File: src/rtl/tod_alarm_pkg.sv
package tod_alarm_pkg;

  typedef enum logic [2:0] {
    RATE_EACH_SEC = 3'd0,
    RATE_SEC      = 3'd1,
    RATE_MIN_SEC  = 3'd2,
    RATE_HMS      = 3'd3,
    RATE_FULL     = 3'd4
  } rate_e;

  // masks ordered {AM4, AM3, AM2, AM1}
  function automatic rate_e rate_from_masks(input logic [3:0] m);
    case (m)
      4'b1111: return RATE_EACH_SEC;
      4'b1110: return RATE_SEC;
      4'b1100: return RATE_MIN_SEC;
      4'b1000: return RATE_HMS;
      4'b0000: return RATE_FULL;
      default: return RATE_EACH_SEC;
    endcase
  endfunction

  // fm ordered {day, hour, min, sec}
  function automatic logic rate_satisfied(input rate_e r, input logic [3:0] fm);
    case (r)
      RATE_SEC:     return fm[0];
      RATE_MIN_SEC: return &fm[1:0];
      RATE_HMS:     return &fm[2:0];
      RATE_FULL:    return &fm;
      default:      return 1'b1;
    endcase
  endfunction

  // compared value width of field idx (0 sec, 1 min, 2 hour, 3 day)
  function automatic int unsigned field_vw(input int unsigned idx, input int unsigned dw);
    return (idx < 2) ? dw - 1 : dw - 2;
  endfunction

endpackage

File: src/rtl/tod_alarm_field.sv
module tod_alarm_field #(
  parameter int DW = 8,
  parameter int VW = 7
) (
  input  logic [DW-1:0] areg,
  input  logic [VW-1:0] cur,
  output logic          mask,
  output logic          match
);
  assign mask  = areg[DW-1];
  assign match = (areg[VW-1:0] == cur);
endmodule

File: src/rtl/tod_alarm_rate.sv
module tod_alarm_rate
  import tod_alarm_pkg::*;
(
  input  logic       tick,
  input  logic [3:0] masks,
  input  logic [3:0] fmatch,
  output logic       hit,
  output logic       full_hit
);
  rate_e rate;

  always_comb begin
    rate     = rate_from_masks(masks);
    hit      = tick & rate_satisfied(rate, fmatch);
    full_hit = tick & (&fmatch);
  end
endmodule

File: src/rtl/tod_alarm_flag.sv
module tod_alarm_flag (
  input  logic clk,
  input  logic rst_n,
  input  logic hit,
  input  logic full_hit,
  input  logic clr_req,
  input  logic pwr_en,
  output logic flag_q,
  output logic pwr_q
);
  always_ff @(posedge clk or negedge rst_n) begin
    if (!rst_n) begin
      flag_q <= 1'b0;
      pwr_q  <= 1'b0;
    end else begin
      flag_q <= hit | (flag_q & ~clr_req);
      pwr_q  <= pwr_en & (pwr_q | full_hit);
    end
  end

  // a set flag survives any cycle without a clear request
  a_r12_flag_holds: assert property (@(posedge clk) disable iff (!rst_n)
    (flag_q && !clr_req) |=> flag_q);

  // a qualifying match always leaves the flag set, clear or not
  a_r13_set_wins: assert property (@(posedge clk) disable iff (!rst_n)
    hit |=> flag_q);

  // power request drops after the enable is removed
  a_r11_pwr_drop: assert property (@(posedge clk) disable iff (!rst_n)
    !pwr_en |=> !pwr_q);
endmodule

File: src/rtl/tod_alarm_cmp.sv
module tod_alarm_cmp
  import tod_alarm_pkg::*;
#(
  parameter int DW   = 8,
  parameter int DAYW = 3
) (
  input  logic            clk,
  input  logic            rst_n,
  input  logic            tick,
  input  logic [DW-1:0]   cur_sec,
  input  logic [DW-1:0]   cur_min,
  input  logic [DW-1:0]   cur_hour,
  input  logic [DAYW-1:0] cur_wday,
  input  logic [DW-1:0]   cur_mday,
  input  logic [DW-1:0]   alm_sec,
  input  logic [DW-1:0]   alm_min,
  input  logic [DW-1:0]   alm_hour,
  input  logic [DW-1:0]   alm_day,
  input  logic            irq_en,
  input  logic            pwr_en,
  input  logic            flag_rd,
  input  logic            flag_wr,
  input  logic            flag_wdata,
  output logic            alarm_flag,
  output logic            irq_req,
  output logic            pwr_req
);
  localparam int NF    = 4;
  localparam int DYSEL = DW - 2;

  logic [DW-1:0] areg  [NF];
  logic [DW-1:0] cur_v [NF];
  logic [NF-1:0] masks;
  logic [NF-1:0] fmatch;
  logic          day_sel;
  logic          hit;
  logic          full_hit;
  logic          clr_req;

  assign day_sel = alm_day[DYSEL];

  always_comb begin
    areg[0]  = alm_sec;
    areg[1]  = alm_min;
    areg[2]  = alm_hour;
    areg[3]  = alm_day;
    cur_v[0] = cur_sec;
    cur_v[1] = cur_min;
    cur_v[2] = cur_hour;
    cur_v[3] = day_sel ? DW'(cur_wday) : cur_mday;
  end

  for (genvar i = 0; i < NF; i++) begin : g_fld
    localparam int VW = int'(field_vw(i, DW));
    tod_alarm_field #(.DW(DW), .VW(VW)) u_fld (
      .areg (areg[i]),
      .cur  (cur_v[i][VW-1:0]),
      .mask (masks[i]),
      .match(fmatch[i])
    );
  end

  tod_alarm_rate u_rate (
    .tick    (tick),
    .masks   (masks),
    .fmatch  (fmatch),
    .hit     (hit),
    .full_hit(full_hit)
  );

  assign clr_req = flag_rd | (flag_wr & ~flag_wdata);

  tod_alarm_flag u_flag (
    .clk     (clk),
    .rst_n   (rst_n),
    .hit     (hit),
    .full_hit(full_hit),
    .clr_req (clr_req),
    .pwr_en  (pwr_en),
    .flag_q  (alarm_flag),
    .pwr_q   (pwr_req)
  );

  assign irq_req = alarm_flag & irq_en;

  // flag only rises after a strobe
  a_r9_needs_tick: assert property (@(posedge clk) disable iff (!rst_n)
    $rose(alarm_flag) |-> $past(tick));

  // all masks set means any strobe raises the flag
  a_r2_every_sec: assert property (@(posedge clk) disable iff (!rst_n)
    (tick && (masks == 4'b1111)) |=> alarm_flag);

  // power request rises only from a strobed full match
  a_r11_pwr_cause: assert property (@(posedge clk) disable iff (!rst_n)
    $rose(pwr_req) |-> ($past(tick) && $past(pwr_en)));

  // no interrupt while the enable is low
  a_r10_irq_gate: assert property (@(posedge clk) disable iff (!rst_n)
    !irq_en |-> !irq_req);
endmodule

File: config.mk
export PLATFORM = sky130hd
export DESIGN_NAME = tod_alarm_cmp
export DESIGN_NICKNAME = d
export VERILOG_FILES = /design/src/rtl/tod_alarm_pkg.sv /design/src/rtl/tod_alarm_field.sv /design/src/rtl/tod_alarm_rate.sv /design/src/rtl/tod_alarm_flag.sv /design/src/rtl/tod_alarm_cmp.sv
export SDC_FILE = /design/constraint.sdc
export NUM_CORES = 1
export LEC_CHECK = 0
export ABC_AREA = 1
export BUFFER_PORTS_ARGS = -buffer_cell sky130_fd_sc_hd__buf_4
export CORE_AREA = 2 2 49 51
export DETAILED_ROUTE_END_ITERATION = 12
export DIE_AREA = 0 0 51 53
export GPL_TIMING_DRIVEN = 0
export PLACE_DENSITY = 0.82
export SYNTH_ARGS = -nofsm -noshare
export SYNTH_HDL_FRONTEND = slang
export SYNTH_SLANG_ARGS = --single-unit
export TNS_END_PERCENT = 30
File: constraint.sdc
create_clock -name clk -period 1.1 [get_ports clk]
set_clock_uncertainty 0.2 [all_clocks]
set_input_delay 0.11 -clock clk [delete_from_list [all_inputs] [get_ports clk]]
set_output_delay 0.11 -clock clk [all_outputs]
set_load 0.02 [all_outputs]
# Word-level counts from Yosys, hierarchy flattened

Index checks and enable logic that the tools add are counted.
W data, S select, Z words.

Bitwise operators: 11
Shift-type cells: 0
Add/subtract/negate cells: 0
Order comparisons: 0
Multiply operators: 0
Divide/modulo/power cells: 0
Equal/unequal tests: 11
Muxes and demuxes: 3
Reduce and logical (&&, ||, !) cells: 4

Operator list:

| cell                 | count |
|---|---|
| $eq A7 B7 Y1         | 2 |
| $eq A4 B4 Y1 const B | 3 |
| $eq A6 B6 Y1         | 2 |
| $pmux W3 S4          | 1 |
| $and A1 B1 Y1        | 6 |
| $eq A3 B2 Y1 const B | 2 |
| $mux W6              | 1 |
| $logic_not A4 Y1     | 1 |
| $pmux W1 S4          | 1 |
| $reduce_and A4 Y1    | 1 |
| $eq A3 B1 Y1 const B | 1 |
| $eq A3 B3 Y1 const B | 1 |
| $or A1 B1 Y1         | 3 |
| $reduce_and A3 Y1    | 1 |
| $not A1 Y1           | 2 |
| $reduce_and A2 Y1    | 1 |

Output and inout bits: 3
Register bits: 2
Memories kept: 0
RAM bits: 0
Bits in latches: 0
Bits in read-only memories: 0
Word-level logic and storage cells: 31

# Depth between registers and ports, before layout

Depth after elaboration: 6
Depth in mapped cells: 12
Mapped depth without buffers: 12

# Cells and area by module

From an unflattened synthesis, not the netlist that was laid out.

Cells, all modules: 181
Area total of the unflattened synthesis: 784.5 um^2

Modules (own cells, without submodules):

| module                                | cells each | times used | area an instance (um^2) |
|---|---|---|---|
| tod_alarm_field at g_fld[0].u_fld ... | 36         | 2          | 147.6 |
| tod_alarm_field at g_fld[2].u_fld ... | 29         | 2          | 121.4 |
| tod_alarm_rate                        | 20         | 1          | 87.6 |
| tod_alarm_cmp                         | 22         | 1          | 82.6 |
| tod_alarm_flag                        | 9          | 1          | 76.3 |

# Least setup slack after synthesis

OpenSTA, ideal clock, no wires.

Path kind: input to register
Start: in alm_sec[6]
End: reg u_flag.flag_q
Data required time: 835 ps
Data arrival time: 823 ps
Path slack: 12 ps
Path buffers: 0
Stages: 12
Path through: inv_1 > nand2_1 > nand2_1 > nor2_1 > nand2_1 > nor2_2 > nand2_1 > nor2_2 > nand2_1 > nand2_1 > nand2_1 > nand2_1

Longest elaborated chain between the ends: 5

RTL lines:

| element                                         | RTL line              | text |
|---|---|---|
| start, declared                                 | tod_alarm_cmp.sv:15   | `input logic [DW-1:0] alm_sec,` |
| $eq A7 B7 Y1 *                                  | tod_alarm_field.sv:11 | `assign match = (areg[VW-1:0] == cur);` |
| $reduce_and A4 Y1, or another cell as far along | tod_alarm_pkg.sv:29   | `RATE_FULL: return &fm;` |
| $pmux W1 S4 *                                   | tod_alarm_pkg.sv:25   | `case (r)` |
| $and A1 B1 Y1 *                                 | tod_alarm_rate.sv:14  | `hit = tick & rate_satisfied(rate, fmatch);` |
| $or A1 B1 Y1 *                                  | tod_alarm_flag.sv:16  | `flag_q <= hit \| (flag_q & ~clr_req);` |
| end signal, assigned                            | tod_alarm_flag.sv:16  |  |
| end, declared                                   | tod_alarm_flag.sv:8   | `output logic flag_q,` |

Every way passes the cells marked *; elsewhere a longest branch is shown, timed or not.

# Worst setup path in the final report

Start: reg u_flag.flag_q
End: out irq_req

Longest elaborated chain between the ends: 1

RTL lines:

| element       | RTL line            | text |
|---|---|---|
| $and A1 B1 Y1 | tod_alarm_cmp.sv:84 | `assign irq_req = alarm_flag & irq_en;` |
| end, declared | tod_alarm_cmp.sv:25 | `output logic irq_req,` |

No other way between the ends.

==> flow_summary_export.csv <==
group,metric,value,unit
yosys,synth_top_area_share,0.347,
floorplan,start_util,0.322,
route,drt_wl_total,2040,um
final_layout,drive_gt1_frac,0.410,
critical_path,path_cells,"nand2_1 > inv_1 > buf_6",
cts,cts_sinks,2,
floorplan,io_pins,78,
power,p_total,0.652,mW
critical_path,r2r_end,"u_flag.flag_q",
cts,htree_levels,1,
yosys,ys_seq_elements,2,
cts,cts_buffers,3,
final_layout,area_delta_synth_final,97.3,%
place,dp.cells,248,
place,place_ws,-230,ps
cts,cts_tree,"yes",
sta,maxSlewViolCount,0,
final_layout,n_antenna_cell,0,
sta,finalCriticalPeriod,1140,ps
power,pwr-share-comb,0.634,
route,remaining_drc_errors,0,
grt,grt_pass1_vias,902,
critical_path,critPathKind,"register to output port",
power,p_int,0.448,mW
cts,clockBufferDepth,2,
yosys,synthFlopType,"dfrtp_1",
final_layout,ff_latch_area,50.0,um2
grt,grt_overflow,0,
hold_path,hold_class,"primary input to async pin",
critical_path,endpoint_kind,"output port",
grt,antenna_found_initial,0,
grt,grt_pass1_wl,3090,um
route,via_per_inst,4.16,
flow_run,drv_cap,0,
floorplan,dieArea,0.00270,mm2
route,dr.pass1.iters,4,
sta,period_share,1.04,
yosys,avgSynthCellArea,4.61,um2
critical_path,cpMaxStageDelayCell,"dfrtp_1",
sta,hold_viol,0,
place,gp_congestion,0.686,
final_layout,final_util,0.635,
power,ir_drop,0.000422,V
yosys,yosysTopAreaCell,"nand2_1",
power,switching_share,0.312,
yosys,ys_async_sr_fraction,1.00,
place,dp_hpwl,1720,um
yosys,ys_warn_count,0,
power,power_frac_seq,0.123,
yosys,yosysMostFrequentCell,"nand2_1",
yosys,yosysUniqueCellTypes,16,
sta,rsz0062_at_grt,"yes",
critical_path,critPathRequiredTime,790,ps
sta,fmax,875,MHz
yosys,synth_edf_count,0,
route,drtAntennaViolNets,0,
outcome,violations,"negative setup slack",
critical_path,max_stage_delay,380,ps
yosys,synthTopCellsByArea,"nand2_1 35%, inv_1 18%, nor2_1 10%",
sta,relSlewSlack,0.895,
grt,grt_max_degree,10,
cts,clockRootBuffer,"clkbuf_4",
sta,setup_viol,1,
place,io_buffers,70,
power,clock_power_share,0.243,
critical_path,startpoint,"u_flag.flag_q",
final_layout,nets,304,
power,power_density,478,mW/mm2
sta,finalWorstSetupSlack,-42.4,ps
floorplan,core_area,0.00215,mm2
final_layout,layout.cells.non_filler,255,
yosys,synth_seq_area_share,0.0723,
floorplan,die_h,53,um
route,vias,1061,
critical_path,r2r-start,"u_flag.flag_q",
yosys,synthesis.nets,225,
yosys,synth_cells,150,
critical_path,startpoint_type,"register",
route,wl_per_cell,8.02,um
sta,tns,-42.4,ps
grt,grt_usage,0.145,
final_layout,multiInputGateArea,542,um2
critical_path,cp.arrival,830,ps
cts,insertion_delay,220,ps
yosys,synthTopCellsByCount,"64 x nand2_1, 33 x inv_1, 19 x nor2_1, 9 x nand3_1, 6 x xor2_1",
final_layout,num-fill-cells,222,
critical_path,reg2reg_slack,210,ps
sta,worst_pin_slew,157,ps
power,p_leak,0.850,nW
floorplan,rows,17,
power,p_switching,0.204,mW
critical_path,critical_path.endpoint,"irq_req",
cts,clkTransAtPathRegs,30,ps
floorplan,die_w,51,um
critical_path,reg2reg_depth,4,
yosys,synth_area,692,um2
outcome,status,"finished with violations",
route,drt_first_iter_violations,5,
critical_path,critPathMaxFanout,3,
==> worst min-delay path by stage <==
stage / from / endpoint / slack (ps) / cells past startpoint
floorplan: rst_n / u_flag.flag_q / -390 / 0
CTS: flag_rd / u_flag.flag_q / 10 / 6
global route: rst_n / u_flag.flag_q / 30 / 2
detailed placement: rst_n / u_flag.flag_q / -310 / 1
global placement: rst_n / u_flag.flag_q / -310 / 1
finish: rst_n / u_flag.flag_q / 20 / 2
==> metrics by stage <==
step,area (um2),hold WS (ps)
2_1_floorplan,692,-386
3_3_place_gp,1250,-307
3_5_place_dp,1250,-307
4_1_cts,1310,9.99
5_1_grt,1370,32.1
6_report,1370,19.0
==> repair_timing <==
item                       CTS  global route
buffers inserted             0             1
hold endpoints to repair     4             0
gates resized for setup      1            20
hold buffers                 3             0
setup endpoints to repair    2             3
pin swaps                    1            20
==> cells by family after synthesis <==
kind of cell | share of synthesized area
XOR/XNOR | 0.101
flip-flops | 0.0723
buffers and inverters | 0.184
AO/OA/AOI/OAI | 0.0398
AND/OR/NAND/NOR | 0.602
==> layer usage <==
metal | track usage | routed length [um] | part of all wire | up-vias
met5 | 0 | 0 | 0 | -
met4 | 0.0405 | 0 | 0 | 0
met3 | 0.0141 | 159 | 0.078 | 0
met2 | 0.301 | 1030 | 0.51 | 39
met1 | 0.152 | 851 | 0.42 | 430
li1 | - | - | - | 592
==> sequential cells by signal (all words and copies together) (netlist names) <==
name and count:
u_flag.pwr_q 1, u_flag.flag_q 1
==> area by class of cell <==
type | count | area share
repair buffers | 74 | 0.429
multi-input cells | 114 | 0.397
inverters | 34 | 0.0953
flip-flops and latches | 2 | 0.0367
well taps | 28 | 0.0257
clock buffers | 3 | 0.0165
==> placed cells by master, fill, tap and decap left out <==
cell / Yosys / final
nand3_1: 9 / 8
nand3_2: 0 / 1
dlygate4sd3_1: 0 / 3
nand2_2: 2 / 8
o21ai_0: 1 / 1
nand3b_1: 2 / 2
a21oi_1: 3 / 3
buf_4: 0 / 65
buf_6: 0 / 6
nor2_1: 19 / 18
inv_4: 0 / 1
nor2_2: 3 / 3
nand4_1: 1 / 1
dfrtp_1: 2 / 2
inv_2: 1 / 5
inv_1: 33 / 28
clkbuf_4: 0 / 3
nor2_4: 0 / 1
a21o_1: 1 / 1
xor2_1: 6 / 6
xnor2_1: 2 / 2
nor3b_1: 1 / 1
nand2_1: 64 / 58
==> critical path: cells and delay by family, from the launching register on <==
kind / cells / cell delay, ps
buffers and inverters: 2 / 170
DFF: 1 / 380
and+or+nand+nor: 1 / 60
==> power groups by stage <==
stage                     registers (mW)  logic, mW  clock network [mW]
after floorplan                   0.0860      0.149                   0
after global routing              0.0806      0.465               0.163
final                             0.0805      0.413               0.158
after detailed placement          0.0812      0.387                   0
after CTS                         0.0805      0.398               0.164
after global placement            0.0813      0.378                   0
Power figures use the tool's default switching activity.
